### src/rtl/fses_pkg.sv
package fses_pkg;
  typedef enum logic [2:0] {
    MODE_READ    = 3'd0,
    MODE_PROG    = 3'd1,
    MODE_ERASE   = 3'd2,
    MODE_SUSP_RD = 3'd3,
    MODE_SUSP_PG = 3'd4
  } op_mode_e;

  localparam int unsigned POLL_BIT = 7;
  localparam int unsigned TOG_BIT  = 6;
  localparam int unsigned SECT_BIT = 2;
  localparam int unsigned NUM_TOG  = 2;
  localparam int unsigned IDX_T6   = 0;
  localparam int unsigned IDX_T2   = 1;
endpackage

### src/rtl/fses_strobe_edge.sv
module fses_strobe_edge (
  input  logic clk,
  input  logic rst_n,
  input  logic strobe,
  output logic rise
);
  logic prev_q;

  always_ff @(posedge clk) begin
    if (!rst_n) prev_q <= 1'b0;
    else        prev_q <= strobe;
  end

  assign rise = strobe & ~prev_q;
endmodule

### src/rtl/fses_toggle_bank.sv
module fses_toggle_bank #(
  parameter int unsigned N = 2
) (
  input  logic         clk,
  input  logic         rst_n,
  input  logic         clear,
  input  logic [N-1:0] advance,
  output logic [N-1:0] tog_q
);
  for (genvar i = 0; i < N; i++) begin : g_tog
    always_ff @(posedge clk) begin
      if (!rst_n || clear) tog_q[i] <= 1'b0;
      else if (advance[i]) tog_q[i] <= ~tog_q[i];
    end
  end
endmodule

### src/rtl/fses_status_mux.sv
module fses_status_mux
  import fses_pkg::*;
#(
  parameter int unsigned DATA_W = 8
) (
  input  logic [2:0]        op_mode,
  input  logic              tog6,
  input  logic              tog2,
  input  logic              in_erase_sector,
  input  logic              at_prog_addr,
  input  logic              wr_bit7,
  input  logic [DATA_W-1:0] array_data,
  output logic [DATA_W-1:0] next_data,
  output logic              want6,
  output logic              want2,
  output logic              clear
);
  logic [DATA_W-1:0] status;
  logic              use_status;

  always_comb begin
    status     = '0;
    use_status = 1'b0;
    want6      = 1'b0;
    want2      = 1'b0;
    clear      = 1'b0;
    case (op_mode)
      MODE_PROG: begin
        use_status       = 1'b1;
        status[POLL_BIT] = ~wr_bit7;
        status[TOG_BIT]  = tog6;
        status[SECT_BIT] = 1'b1;
        want6            = 1'b1;
      end
      MODE_ERASE: begin
        use_status       = 1'b1;
        status[TOG_BIT]  = tog6;
        status[SECT_BIT] = tog2;
        want6            = 1'b1;
        want2            = in_erase_sector;
      end
      MODE_SUSP_RD: begin
        if (in_erase_sector) begin
          use_status       = 1'b1;
          status[POLL_BIT] = 1'b1;
          status[TOG_BIT]  = 1'b1;
          status[SECT_BIT] = tog2;
          want2            = 1'b1;
        end
      end
      MODE_SUSP_PG: begin
        use_status       = 1'b1;
        status[POLL_BIT] = ~wr_bit7;
        status[TOG_BIT]  = tog6;
        status[SECT_BIT] = at_prog_addr ? 1'b1 : tog2;
        want6            = 1'b1;
        want2            = in_erase_sector & ~at_prog_addr;
      end
      default: clear = 1'b1;
    endcase
    next_data = use_status ? status : array_data;
  end
endmodule

### src/rtl/flash_status_encoder.sv
module flash_status_encoder
  import fses_pkg::*;
#(
  parameter int unsigned DATA_W = 8
) (
  input  logic              clk,
  input  logic              rst_n,
  input  logic [2:0]        op_mode,
  input  logic              rd_strobe,
  input  logic              in_erase_sector,
  input  logic              at_prog_addr,
  input  logic              wr_bit7,
  input  logic [DATA_W-1:0] array_data,
  output logic [DATA_W-1:0] rd_data
);
  logic               rise;
  logic [NUM_TOG-1:0] tog_q;
  logic [NUM_TOG-1:0] advance;
  logic               tog6_q, tog2_q;
  logic               want6, want2, clear;
  logic [DATA_W-1:0]  next_data;

  fses_strobe_edge u_edge (
    .clk    (clk),
    .rst_n  (rst_n),
    .strobe (rd_strobe),
    .rise   (rise)
  );

  fses_status_mux #(.DATA_W(DATA_W)) u_mux (
    .op_mode         (op_mode),
    .tog6            (tog6_q),
    .tog2            (tog2_q),
    .in_erase_sector (in_erase_sector),
    .at_prog_addr    (at_prog_addr),
    .wr_bit7         (wr_bit7),
    .array_data      (array_data),
    .next_data       (next_data),
    .want6           (want6),
    .want2           (want2),
    .clear           (clear)
  );

  assign advance[IDX_T6] = rise & want6;
  assign advance[IDX_T2] = rise & want2;

  fses_toggle_bank #(.N(NUM_TOG)) u_tog (
    .clk     (clk),
    .rst_n   (rst_n),
    .clear   (clear),
    .advance (advance),
    .tog_q   (tog_q)
  );

  assign tog6_q = tog_q[IDX_T6];
  assign tog2_q = tog_q[IDX_T2];

  always_ff @(posedge clk) begin
    if (!rst_n)    rd_data <= '0;
    else if (rise) rd_data <= next_data;
  end
endmodule

### config.mk
export PLATFORM = sky130hd
export DESIGN_NAME = flash_status_encoder
export DESIGN_NICKNAME = d
export VERILOG_FILES = /design/src/rtl/fses_pkg.sv /design/src/rtl/fses_strobe_edge.sv /design/src/rtl/fses_toggle_bank.sv /design/src/rtl/fses_status_mux.sv /design/src/rtl/flash_status_encoder.sv
export SDC_FILE = /design/constraint.sdc
export NUM_CORES = 1
export LEC_CHECK = 0
export BUFFER_PORTS_ARGS = -buffer_cell sky130_fd_sc_hd__buf_2
export CAP_MARGIN = 10
export CELL_PAD_IN_SITES_DETAIL_PLACEMENT = 1
export CELL_PAD_IN_SITES_GLOBAL_PLACEMENT = 2
export CORE_MARGIN = 2
export CORE_UTILIZATION = 25
export DETAILED_ROUTE_END_ITERATION = 8
export PLACE_DENSITY_LB_ADDON = 0.1
export SYNTH_ARGS = -nofsm -noshare
export SYNTH_HDL_FRONTEND = slang
export SYNTH_SLANG_ARGS = --single-unit
### constraint.sdc
create_clock -name clk -period 1.7 [get_ports clk]
set_clock_uncertainty 0.15 [all_clocks]
set_input_delay 0.17 -clock clk [delete_from_list [all_inputs] [get_ports clk]]
set_output_delay 0.17 -clock clk [all_outputs]
set_load 0.01 [all_outputs]
==> results of run 1 <==
==> routing by layer <==
metal | GRT usage, % | part of all wire, % | vias to the layer above
li1 | - | - | 303
met2 | 20.0 | 47 | 16
met3 | 5.43 | 5.5 | 0
met4 | 2.56 | 0 | 0
met5 | 0 | 0 | -
met1 | 17.9 | 47 | 297
==> power by group through the flow <==
stage	Clock [uW]	Sequential, uW	Combinational [uW]
detailed placement	0	285	116
floorplan	0	290	67.6
CTS	190	279	127
global route	203	281	142
global placement	0	284	116
finish	179	278	126
==> final cells by class <==
type,instances,area [um2]
Fill cell,280,1420
Timing Repair Buffer,31,188
Multi-Input combinational cell,48,332
Clock buffer,3,22.5
Sequential cell,11,220
Tap cell,28,35.0
Inverter,2,7.51
Clock inverter,1,5.00
==> what timing repair did <==
| item | in CTS | in global routing |
|---|---|---|
| gates resized for setup | 0 | 0 |
| endpoints found under the setup margin | 0 | 0 |
| hold buffers | 6 | 0 |
| hold endpoints to repair | 6 | 0 |
==> cell families after synthesis <==
group,Yosys count,share of synthesized area (%)
compound gates,22,26.5
xor+xnor,4,5.93
simple gates,22,23.7
buf+inv,7,6.57
flops,11,37.3
==> worst max path at each step <==
stage,start,endpoint,slack [ns],depth (start not counted)
5_1_grt,rd_strobe,u_tog.tog_q[1]$_SDFFE_PP0P_,0.02,6
3_5_place_dp,u_edge.prev_q$_SDFF_PN0_,rd_data[6]$_SDFFE_PN0P_,0.30,4
3_3_place_gp,op_mode[0],rd_data[6]$_SDFFE_PN0P_,0.34,4
6_report,rd_strobe,u_tog.tog_q[1]$_SDFFE_PP0P_,0.17,6
4_1_cts,rd_strobe,u_tog.tog_q[1]$_SDFFE_PP0P_,0.16,6
2_1_floorplan,op_mode[1],rd_data[6]$_SDFFE_PN0P_,0.46,4
==> registers in the layout, indices dropped and copies added, names as in the netlist <==
signal	cells
u_tog.tog_q	2
u_edge.prev_q	1
rd_data	8
==> worst max-delay path: cells and delay by family <==
family          cells  cell delay (ns)
compound gates      1             0.19
simple gates        2             0.40
xor+xnor            1             0.17
buf+inv             2             0.63
==> cells in the mapped netlist (all sizes together) <==
| cell | number |
|---|---|
| o21ai | 6 |
| and3 | 5 |
| xnor2 | 2 |
| o221a | 1 |
| dfxtp | 11 |
| buf | 3 |
| nor2 | 2 |
| and2 | 2 |
| a41o | 5 |
| a31oi | 3 |
| nand2b | 2 |
| or3 | 1 |
| a21oi | 4 |
| nand2 | 3 |
| nor4b | 1 |
| xor2 | 2 |
| inv | 2 |
| nor2b | 3 |
| o211ai | 3 |
| clkbuf | 2 |
| nand3 | 3 |
==> cell usage in the layout, fill, tap and decap left out <==
cell	Yosys	routed
a21oi_1	4	4
a31oi_1	3	3
a41o_1	5	5
and2_1	2	2
and3_1	5	5
buf_2	1	24
buf_4	1	1
clkbuf_4	0	3
clkinv_2	0	1
dfxtp_1	11	11
dlygate4sd3_1	0	6
inv_1	2	2
nand2_1	3	3
nand2b_1	2	2
nand3_1	2	2
nand3_2	1	1
nor2_1	2	2
nor2b_1	3	3
nor4b_2	1	1
o211ai_1	3	3
o21ai_0	5	5
o21ai_2	1	1
o221a_1	1	1
or3_4	1	1
xnor2_1	2	2
xor2_1	2	2
==> per-stage QoR <==
| step | cell area, um2 | utilization [%] | std cells | power (uW) | worst slack (ns) |
|---|---|---|---|---|---|
| after floorplan | 591 | - | 66 | 357 | 0.464 |
| after global placement | 722 | 32.3 | 114 | 400 | 0.344 |
| after detailed placement | 722 | 32.3 | 114 | 401 | 0.304 |
| after CTS | 810 | 36.2 | 124 | 597 | 0.161 |
| after global routing | 810 | 36.2 | 124 | 626 | 0.0227 |
| final | 810 | 36.2 | 124 | 583 | 0.165 |
==> qor_table.md, run 1 <==
| Group | Parameter | This run |
| --- | --- | --- |
| timing | Final Cycle Share | 90.3% |
| route | Mean number of vias per cell | 4.97 |
| critical path | Largest driver fanout on the critical path | 5 |
| timing | Tightest slew margin relative to the limit | 73.4% |
| synthesis | Cell count after synthesis | 66 |
| status | Result of the run | complete, no violations |
| timing | Fmax | 652 MHz |
| timing | RSZ-0062 raised after global routing | no |
| timing | Summed negative setup slack over all endpoints | 0 ns |
| critical path | Peak per-stage delay on the critical path | 0.52 ns |
| critical path | Worst R2R Path Depth | 4 |
| place | Gpl congestion | 0.680 |
| power and ir drop | Internal | 419 uW |
| route | DR DRC count | 0 |
| clock tree | Htree depth | 1 |
| route | Vias | 616 |
| critical path | Required time of the critical path | 1.72 ns |
| layout | Synth-to-Final Area Change | 37.1% |
| synthesis | Number of library cell types mapped by synthesis | 25 |
| timing | Final setup fails | 0 |
| timing | Final hold violations | 0 |
| global routing | Total grt overflow | 0 |
| synthesis | Largest area contributor in the synthesized netlist | dfxtp_1 |
| clock tree | TritonCTS buffer count | 3 |
| critical path | Critical path endpoint category | flip-flop |
| critical path | Slowest cell on crit path | dlygate4sd3_1 |
| hold path | Start point of the worst hold path | array_data[2] |
| route | Starting DRC count in detailed routing | 3 |
| floorplanning | Core footprint | 2230 um2 |
| hold path | Worst min-delay path endpoint | rd_data[2]$_SDFFE_PN0P_ |
| place | HPWL after DPL | 1.19 mm |
| power and ir drop | Sequential share of power | 47.8% |
| global routing | First-pass GRT wire length | 2.73 mm |
| layout | Fraction of layout instances using a drive strength above 1 | 34.4% |
| power and ir drop | Highest ir drop seen on vdd | 0.503 mV |
| clock tree | Source-to-sink clock delay at the later pin of the worst-skew pair | 0.27 ns |
| clock tree | Root buf cell | clkbuf_4 |
| layout | Post-layout net count | 114 |
| power and ir drop | Share of total power in the clock network | 30.7% |
| synthesis | Mean post-synth cell area | 8.95 um2 |
| clock tree | CTS clk-pin slew, worst paths | 0.08 ns |
| critical path | Endpoint arrival time on the critical path | 1.56 ns |
| global routing | Total routing resource utilization after global routing | 13.3% |
| critical path | Critical path cell sequence | dlygate4sd3_1, buf_2, nor2b_1, o211ai_1, xor2_1, nor2_1 |
| timing | Final critical path time including I/O delays and setup | 1.53 ns |
| global routing | Largest net degree at the start of global routing | 17 |
| flow run | Number of violations of the max-capacitance limit | 0 |
| synthesis | Top area cells in the synthesized netlist | dfxtp_1 (37%), a41o_1 (8.5%), and3_1 (5.3%), o21ai_0 (4.2%), o211ai_1 (3.8%) |
| hold path | Min-delay worst type | input port to flip-flop |
| route | DRT Pass-1 Iters | 2 |
| floorplanning | Die Outline Area | 2770 um2 |
| synthesis | Synth top area share | 37.3% |
| timing | Slew of the pin with the lowest slew margin | 0.398 ns |
| critical path | Reg2reg end | rd_data[6]$_SDFFE_PN0P_ |
| clock tree | Count of clock tree sinks | 11 |
| clock tree | Post-CTS Repair Setup Buffers | 0 |
| floorplanning | Starting utilization of the core area | 26.4% |
| synthesis | Proportion of synthesized chip area in sequential cells | 37.3% |
| floorplanning | I/O pin cnt | 25 |
| clock tree | Buffer levels on the longest clock path | 2 |
| hold path | Hold path depth | 3 |
| power and ir drop | Switching share of power | 28.1% |
| critical path | Type of the worst setup path | input port to flip-flop |
| floorplanning | Site row count | 17 |
| power and ir drop | Share of total power in combinational logic | 21.6% |
| synthesis | Mapped Area | 591 um2 |
| floorplanning | Die span in x | 52.6 um |
| timing | Worst hold slack | 0.0489 ns |
| synthesis | Total number of yosys warnings | 0 |
| critical path | Worst R2R Start | u_edge.prev_q$_SDFF_PN0_ |
| synthesis | Synthesized Nets | 83 |
| critical path | Flop-to-flop setup slack | 0.32 ns |
| route | Post-Route WL | 1.59 mm |
| global routing | Antenna violations before repair | 0 |
| power and ir drop | Leak Pwr | 0.000413 uW |
| power and ir drop | Sw Pwr | 164 uW |
| place | Input/output buffers | 24 |
| route | Routed length per placed instance | 12.8 um |
| critical path | Type of origin of the critical path | input port |
| synthesis | Flip-flop and latch count after synthesis | 11 |
| power and ir drop | PD cells | 720 nW/um2 |
| route | Count of nets left with antenna violations after detail routing | 0 |
| clock tree | Clock tree from TritonCTS | yes |
| floorplanning | Vertical die dimension | 52.6 um |
| timing | Number of max-slew violations in the final report | 0 |
| global routing | Number of global-route vias before repair | 596 |
| layout | Number of diodes added for antenna fixing | 0 |
Note: power is estimated with default switching activity, not from simulation.
==> inputs of run 2 (changes only) <==
--- a/config.mk
+++ b/config.mk
@@ -10,9 +10,10 @@
 export CELL_PAD_IN_SITES_DETAIL_PLACEMENT = 1
 export CELL_PAD_IN_SITES_GLOBAL_PLACEMENT = 2
 export CORE_MARGIN = 2
-export CORE_UTILIZATION = 25
+export CORE_UTILIZATION = 22
 export DETAILED_ROUTE_END_ITERATION = 8
 export PLACE_DENSITY_LB_ADDON = 0.1
+export RECOVER_POWER = 25
 export SYNTH_ARGS = -nofsm -noshare
 export SYNTH_HDL_FRONTEND = slang
 export SYNTH_SLANG_ARGS = --single-unit
==> constraint.sdc (replaced) <==
create_clock -name clk -period 1.4 [get_ports clk]
set_clock_uncertainty 0.15 [all_clocks]
set_input_delay 0.14 -clock clk [delete_from_list [all_inputs] [get_ports clk]]
set_output_delay 0.14 -clock clk [all_outputs]
set_load 0.01 [all_outputs]
==> run 2 against run 1 <==
Compared with the run above: hold slack better by 0.039 ns; critical path type is now flip-flop to flip-flop; combinational power is 23% higher; highest routed layer is now met4; cell count is 2.4% higher; clock-buffer cell count is 1 higher; global-route usage is 2.3 points lower; via count is 4.2% lower.
==> qor_table.md, run 2 (same netlist as run 1, synthesis figures left out) <==
| Group | Parameter | This run | Change |
| --- | --- | --- | --- |
| floorplanning | I/O pin cnt | 25 | unchanged |
| route | DRT Pass-1 Iters | 1 | -1 |
| hold path | Hold path depth | 3 | unchanged |
| critical path | Required time of the critical path | 1.42 ns | -0.30 ns |
| global routing | First-pass GRT wire length | 2.70 mm | -0.77% |
| timing | Final setup fails | 0 | unchanged |
| layout | Fraction of layout instances using a drive strength above 1 | 30.9% | -3.4 points |
| timing | Summed negative setup slack over all endpoints | 0 ns | unchanged |
| hold path | Min-delay worst type | input port to flip-flop |  |
| critical path | Flop-to-flop setup slack | 0.11 ns | -0.21 ns |
| global routing | Antenna violations before repair | 0 | unchanged |
| power and ir drop | Leak Pwr | 0.000400 uW | -3.1% |
| layout | Register with the most flip-flops | rd_data |  |
| clock tree | Clock tree from TritonCTS | yes |  |
| timing | Tightest slew margin relative to the limit | 77.0% | +3.6 points |
| floorplanning | Die span in x | 55.8 um | +6.1% |
| clock tree | TritonCTS buffer count | 3 | unchanged |
| layout | Number of diodes added for antenna fixing | 0 | unchanged |
| flow run | Number of violations of the max-capacitance limit | 0 | unchanged |
| status | Result of the run | complete, no violations |  |
| route | Count of nets left with antenna violations after detail routing | 0 | unchanged |
| critical path | Worst R2R Path Depth | 4 | unchanged |
| layout | Post-layout net count | 115 | +0.88% |
| critical path | Reg2reg end | rd_data[6]$_SDFFE_PN0P_ |  |
| critical path | Endpoint arrival time on the critical path | 1.31 ns | -0.25 ns |
| layout | Leading cell types in the layout, fill and taps excluded | buf_2 (20), dfxtp_1 (11), dlygate4sd3_1 (7) |  |
| layout | Most common cell after layout, fill and taps aside | buf_2 |  |
| place | Gpl congestion | 0.680 | about the same |
| hold path | Start point of the worst hold path | in_erase_sector |  |
| layout | Max reg flops | 8 | unchanged |
| route | Mean number of vias per cell | 4.65 | -6.5% |
| floorplanning | Core footprint | 2500 um2 | +12% |
| global routing | Largest net degree at the start of global routing | 17 | unchanged |
| layout | Largest registers | rd_data: 8 flops, u_tog.tog_q: 2 flops, u_edge.prev_q: 1 flops |  |
| clock tree | Source-to-sink clock delay at the later pin of the worst-skew pair | 0.27 ns | about the same |
| global routing | Total grt overflow | 0 | unchanged |
| floorplanning | Vertical die dimension | 55.8 um | +6.1% |
| critical path | Type of origin of the critical path | flip-flop |  |
| critical path | Type of the worst setup path | flip-flop to flip-flop |  |
| floorplanning | Site row count | 18 | +1 |
| route | DR DRC count | 0 | unchanged |
| clock tree | Root buf cell | clkbuf_4 |  |
| power and ir drop | Overall power after layout | 716 uW | +23% |
| route | Vias | 590 | -4.2% |
| layout | Synth-to-Final Area Change | 39.6% |  |
| critical path | Largest driver fanout on the critical path | 8 | +3 |
| global routing | Total routing resource utilization after global routing | 11.1% | -2.3 points |
| critical path | Critical path endpoint category | flip-flop |  |
| global routing | Number of global-route vias before repair | 599 | +0.50% |
| route | Post-Route WL | 1.59 mm | -0.19% |
| timing | RSZ-0062 raised after global routing | no |  |
| route | Starting DRC count in detailed routing | 0 | -3 |
| timing | Number of max-slew violations in the final report | 0 | unchanged |
| timing | Slew of the pin with the lowest slew margin | 0.344 ns | -0.0537 ns |
| timing | Fmax | 775 MHz |  |
| clock tree | Htree depth | 1 | unchanged |
| timing | Final Cycle Share | 92.2% |  |
| power and ir drop | PD cells | 868 nW/um2 | +21% |
| clock tree | CTS clk-pin slew, worst paths | 0.07 ns | about the same |
| hold path | Worst min-delay path endpoint | rd_data[7]$_SDFFE_PN0P_ |  |
| critical path | Worst R2R Start | u_edge.prev_q$_SDFF_PN0_ |  |
| clock tree | Buffer levels on the longest clock path | 2 | unchanged |
| place | HPWL after DPL | 1.12 mm | -6.3% |
| floorplanning | Die Outline Area | 3110 um2 | +13% |
| timing | Final hold violations | 0 | unchanged |
| layout | Filler cell count in the final layout | 302 | +7.9% |
| timing | Final critical path time including I/O delays and setup | 1.29 ns |  |
| clock tree | Count of clock tree sinks | 11 | unchanged |
| power and ir drop | Highest ir drop seen on vdd | 0.585 mV | +16% |
| place | Input/output buffers | 24 | unchanged |
| route | Routed length per placed instance | 12.5 um | -2.5% |
| floorplanning | Starting utilization of the core area | 23.6% | -2.8 points |
## run 2: worst max path at each step
stage,startpoint,end,depth (start not counted)
3_3_place_gp,op_mode[1],rd_data[3]$_SDFFE_PN0P_,5
3_5_place_dp,u_edge.prev_q$_SDFF_PN0_,rd_data[6]$_SDFFE_PN0P_,4
6_report,u_edge.prev_q$_SDFF_PN0_,rd_data[6]$_SDFFE_PN0P_,4
2_1_floorplan,op_mode[1],rd_data[6]$_SDFFE_PN0P_,4
4_1_cts,u_edge.prev_q$_SDFF_PN0_,rd_data[6]$_SDFFE_PN0P_,4
5_1_grt,u_edge.prev_q$_SDFF_PN0_,u_tog.tog_q[1]$_SDFFE_PP0P_,4
## run 2: what timing repair did
action | in CTS | in global routing
endpoints found under the setup margin | 0 | 1
endpoints found under the hold margin | 7 | 0
hold buffers | 7 | 0
resized for setup | 0 | 2
setup buffers | 0 | 0
## run 2: routing by layer
metal	share of wire, %	track usage, %	vias to the layer above
met5	0	0	-
met2	45	18.0	12
met1	49	13.7	269
met3	5.0	4.88	2
li1	-	-	307
met4	0.63	2.04	0
## run 2: cell type report
| cell class | instances | area, um2 | share of cell area (%) |
|---|---|---|---|
| inverters | 2 | 7.51 | 0.910 |
| clock buffers | 4 | 26.3 | 3.19 |
| repair buffers | 32 | 193 | 23.4 |
| well taps | 30 | 37.5 | 4.55 |
| multi-input cells | 48 | 340 | 41.3 |
| flip-flops and latches | 11 | 220 | 26.7 |
## run 2: power by group
part,internal [uW],switching (uW)
logic,74.6,80.6
clock network,110,112
registers,330,8.05
## run 2: per-stage QoR
| stage | setup WS (ns) | std cells | hold slack, ns | util [%] | area [um2] |
|---|---|---|---|---|---|
| after floorplan | 0.194 | 66 | 0.112 | - | 591 |
| after global placement | 0.0455 | 116 | 0.229 | 29.0 | 724 |
| after detailed placement | 0.0357 | 116 | 0.229 | 29.0 | 724 |
| after CTS | 0.0252 | 127 | 0.0848 | 32.8 | 821 |
| after global routing | 0.0389 | 127 | 0.0996 | 33.0 | 825 |
| final | 0.110 | 127 | 0.0874 | 33.0 | 825 |
## run 2: critical path, cell delays in order, from the launching register on
cell and delay, ns:
dfxtp_1 0.31, nand2b_2 0.24, a31oi_2 0.19, nand2_1 0.08, o221a_1 0.22
==> inputs of run 3 (changes only) <==
--- a/config.mk
+++ b/config.mk
@@ -10,10 +10,11 @@
 export CELL_PAD_IN_SITES_DETAIL_PLACEMENT = 1
 export CELL_PAD_IN_SITES_GLOBAL_PLACEMENT = 2
 export CORE_MARGIN = 2
-export CORE_UTILIZATION = 22
+export CORE_UTILIZATION = 24
 export DETAILED_ROUTE_END_ITERATION = 8
 export PLACE_DENSITY_LB_ADDON = 0.1
 export RECOVER_POWER = 25
 export SYNTH_ARGS = -nofsm -noshare
 export SYNTH_HDL_FRONTEND = slang
+export SYNTH_HIERARCHICAL = 1
 export SYNTH_SLANG_ARGS = --single-unit
==> run 3 against run 2 <==
Compared with the run above: global-route usage is 1.2 points lower; synthesized cell count increased by 4.5%; clock power fell by 5%; sequential share of layout area is 1.3 points lower; combinational power is 13% higher; die area rose by 0.74%; hold slack got worse by 0.032 ns; critical path depth did not move; critical endpoint is now rd_data[4]$_SDFFE_PN0P_; largest cell class unchanged.
==> qor_table.md, run 3 <==
| Group | Parameter | This run | Change |
| --- | --- | --- | --- |
| power and ir drop | PD cells | 837 nW/um2 | -3.6% |
| synthesis | List of most frequent post-synthesis cells | dfxtp_1 (11), nor2b_1 (9), mux2i_1 (8), and2_1 (6), nor2_1 (4) |  |
| route | Vias | 574 | -2.7% |
| floorplanning | Site row count | 18 | unchanged |
| global routing | Total grt overflow | 0 | unchanged |
| clock tree | Htree depth | 1 | unchanged |
| place | Gpl congestion | 0.699 | +2.8% |
| power and ir drop | Highest ir drop seen on vdd | 0.604 mV | +3.3% |
| clock tree | Buffer levels on the longest clock path | 2 | unchanged |
| layout | Multi-input gate area | 387 um2 | +14% |
| layout | Fraction of layout instances using a drive strength above 1 | 37.3% | +6.3 points |
| timing | Final hold violations | 0 | unchanged |
| synthesis | Cell count after synthesis | 69 | +4.5% |
| global routing | First-pass GRT wire length | 2.33 mm | -14% |
| floorplanning | Starting utilization of the core area | 25.7% | +2.1 points |
| place | Input/output buffers | 24 | unchanged |
| timing | Final Cycle Share | 91.5% | -0.63 points |
| layout | Filler cell count in the final layout | 317 | +5.0% |
| timing | Fmax | 780 MHz | +0.68% |
| clock tree | Clock tree from TritonCTS | yes |  |
| floorplanning | Vertical die dimension | 56.0 um | +0.37% |
| global routing | Total routing resource utilization after global routing | 9.89% | -1.2 points |
| synthesis | Total number of yosys warnings | 6 | +6 |
| power and ir drop | Leak Pwr | 0.000390 uW | -2.6% |
| place | Worst setup slack after placement | -0.0961 ns | -0.132 ns |
| route | DR DRC count | 0 | unchanged |
| layout | Number of diodes added for antenna fixing | 0 | unchanged |
| synthesis | Async set-or-reset flop fraction in the synthesized netlist | 0% | unchanged |
| critical path | Type of origin of the critical path | flip-flop |  |
| floorplanning | Core footprint | 2520 um2 | +0.90% |
| timing | RSZ-0062 raised after global routing | no |  |
| layout | Synth-to-Final Area Change | 33.3% |  |
| layout | Register with the most flip-flops | rd_data |  |
| critical path | Worst R2R Path Depth | 4 | unchanged |
| critical path | Slowest cell on crit path | dfxtp_1 |  |
| synthesis | Flip-flop and latch count after synthesis | 11 | unchanged |
| layout | Cell area after layout | 866 um2 | +5.0% |
| global routing | Number of global-route vias before repair | 528 | -12% |
| timing | Tightest slew margin relative to the limit | 73.8% | -3.2 points |
| clock tree | CTS clk-pin slew, worst paths | 0.07 ns | about the same |
| layout | Register Area | 220 um2 | unchanged |
| layout | Post-Route Utilization | 34.3% | +1.3 points |
| timing | Worst-case setup margin in the final layout | 0.118 ns | +0.00876 ns |
| layout | Leading cell types in the layout, fill and taps excluded | buf_2 (21), dfxtp_1 (11), nor2b_1 (9), mux2i_1 (8), buf_4 (8) |  |
| global routing | Antenna violations before repair | 0 | unchanged |
| timing | Final critical path time including I/O delays and setup | 1.28 ns | -0.00876 ns |
| critical path | Reg2reg end | rd_data[4]$_SDFFE_PN0P_ |  |
| clock tree | Post-CTS Resized | 0 | unchanged |
| timing | Final setup fails | 0 | unchanged |
| place | HPWL after DPL | 1.17 mm | +4.2% |
| hold path | Worst min-delay path endpoint | rd_data[7]$_SDFFE_PN0P_ |  |
| status | Result of the run | complete, no violations |  |
| synthesis | Proportion of synthesized chip area in sequential cells | 33.9% | -3.4 points |
| synthesis | Mapped Area | 649 um2 | +10% |
| critical path | Required time of the critical path | 1.41 ns | about the same |
| place | Placed cell area | 832 um2 | +15% |
| route | Mean number of vias per cell | 4.35 | -6.4% |
| critical path | Worst R2R Start | u_edge/prev_q$_SDFF_PN0_ |  |
| timing | Slew of the pin with the lowest slew margin | 0.388 ns | +0.0437 ns |
| route | Count of nets left with antenna violations after detail routing | 0 | unchanged |
| place | Number of placed cells counting well taps | 127 | +9.5% |
| critical path | Critical path buffer and inverter count | 1 | +1 |
| layout | Largest registers | rd_data: 8 flops, u_tog/tog_q: 2 flops, u_edge/prev_q: 1 flops |  |
| clock tree | Root buf cell | clkbuf_4 |  |
| synthesis | Count leader, synth | dfxtp_1 |  |
| clock tree | Source-to-sink clock delay at the later pin of the worst-skew pair | 0.27 ns | about the same |
| synthesis | Mean post-synth cell area | 9.41 um2 | +5.2% |
| critical path | Endpoint arrival time on the critical path | 1.29 ns | -0.02 ns |
| floorplanning | I/O pin cnt | 25 | unchanged |
| critical path | Type of the worst setup path | flip-flop to flip-flop |  |
| floorplanning | Die Outline Area | 3140 um2 | +0.74% |
| synthesis | Number of library cell types mapped by synthesis | 28 | +12% |
| critical path | Number of cells on the critical path | 4 | unchanged |
| synthesis | Synth top area share | 33.9% | -3.4 points |
| route | Post-Route WL | 1.43 mm | -10% |
| layout | Filler-free cell count of the finished design | 132 | +3.9% |
| critical path | Flop-to-flop setup slack | 0.12 ns | about the same |
| critical path | Cell class contributing the biggest share of worst-path delay | flip-flops |  |
| synthesis | Flip-flop cell with the highest count after synthesis | dfxtp_1 |  |
| flow run | Number of violations of the max-capacitance limit | 0 | unchanged |
| synthesis | Number of enable flip-flop cells after synthesis | 0 | unchanged |
| clock tree | TritonCTS buffer count | 3 | unchanged |
| route | Starting DRC count in detailed routing | 3 | +3 |
| synthesis | Largest area contributor in the synthesized netlist | dfxtp_1 |  |
| route | DRT Pass-1 Iters | 2 | +1 |
| critical path | Critical path endpoint category | flip-flop |  |
| hold path | Min-delay worst type | input port to flip-flop |  |
| critical path | Critical path cell sequence | nor2b_4, buf_4, mux2i_1, nor2b_1 |  |
| synthesis | Synthesized Nets | 86 | +3.6% |
| hold path | Start point of the worst hold path | rst_n |  |
| clock tree | Count of clock tree sinks | 11 | unchanged |
| layout | Most common cell after layout, fill and taps aside | buf_2 |  |
| critical path | Peak per-stage delay on the critical path | 0.33 ns | +0.02 ns |
| critical path | Largest driver fanout on the critical path | 6 | -2 |
| timing | Number of max-slew violations in the final report | 0 | unchanged |
| synthesis | Top area cells in the synthesized netlist | dfxtp_1 (34%), mux2i_1 (12%), nor2b_1 (8.7%), and2_1 (5.8%), xnor2_1 (4.0%) |  |
| layout | Max reg flops | 8 | unchanged |
| route | Routed length per placed instance | 10.8 um | -13% |
| hold path | Hold path depth | 2 | -1 |
| floorplanning | Die span in x | 56.0 um | +0.37% |
| global routing | Largest net degree at the start of global routing | 11 | -6 |
| power and ir drop | Overall power after layout | 724 uW | +1.2% |
| layout | Post-layout net count | 120 | +4.3% |
## run 3: cell types whose count changed after synthesis, sizes merged, moves of 3 or more
cell | previous run | this run
o21ai | 6 | 1
a41o | 5 | 0
a31oi | 3 | 0
and2 | 2 | 8
nor2b | 3 | 10
a21oi | 4 | 1
and3 | 5 | 1
mux2i | 0 | 8
## run 3: how the worst max path moves through the flow
stage	from	end	slack [ns]
after global routing	u_edge/prev_q$_SDFF_PN0_	rd_data[4]$_SDFFE_PN0P_	0.03
after global placement	op_mode[1]	rd_data[2]$_SDFFE_PN0P_	-0.09
after floorplan	op_mode[1]	rd_data[2]$_SDFFE_PN0P_	-0.02
after CTS	u_edge/prev_q$_SDFF_PN0_	rd_data[4]$_SDFFE_PN0P_	0.09
after detailed placement	op_mode[1]	rd_data[2]$_SDFFE_PN0P_	-0.1
final	u_edge/prev_q$_SDFF_PN0_	rd_data[4]$_SDFFE_PN0P_	0.12
## run 3: what timing repair did
item	in CTS	in global routing
hold buffers	1	0
endpoints found under the hold margin	1	0
buffers inserted	0	0
## run 3: worst reg2reg max path, cell delays in order, from the launching register on
cell and delay (ns):
dfxtp_1 0.33, nor2b_4 0.21, buf_4 0.20, mux2i_1 0.22, nor2b_1 0.08
## run 3: area by class of cell
| cell class | instances | share of cell area [%] |
|---|---|---|
| repair buffers | 33 | 21.5 |
| clock buffers | 3 | 2.60 |
| multi-input cells | 52 | 44.7 |
| well taps | 30 | 4.34 |
| flip-flops and latches | 11 | 25.4 |
| inverters | 2 | 0.867 |
| clock inverters | 1 | 0.578 |
## run 3: kinds of logic after synthesis
family | after synthesis | share of synthesized area (%)
and+or+nand+nor | 32 | 32.6
DFF | 11 | 33.9
AOI/OAI and AO/OA | 8 | 9.25
buffers and inverters | 6 | 6.55
muxes | 8 | 12.3
xor gates and xnor gates | 4 | 5.40
## run 3: layer usage
layer	routed length (um)	track usage, %	vias to the layer above	share of wire, %
li1	-	-	298	-
met1	689	12.1	261	48
met2	628	14.3	13	44
met3	96	6.05	2	6.7
met4	13	3.06	0	0.91
met5	0	0	-	0
## run 3: where the power goes
group | switching, uW | total (uW) | internal, uW
combinational | 76.5 | 175 | 98.8
sequential | 8.76 | 338 | 329
clock | 105 | 211 | 106
## run 3: stage by stage
stage / setup TNS, ns / hold WS, ns
after floorplan: -0.0189 / 0.112
after global placement: -0.221 / 0.211
after detailed placement: -0.403 / 0.216
after CTS: 0 / 0.0540
after global routing: 0 / 0.0494
final: 0 / 0.0550
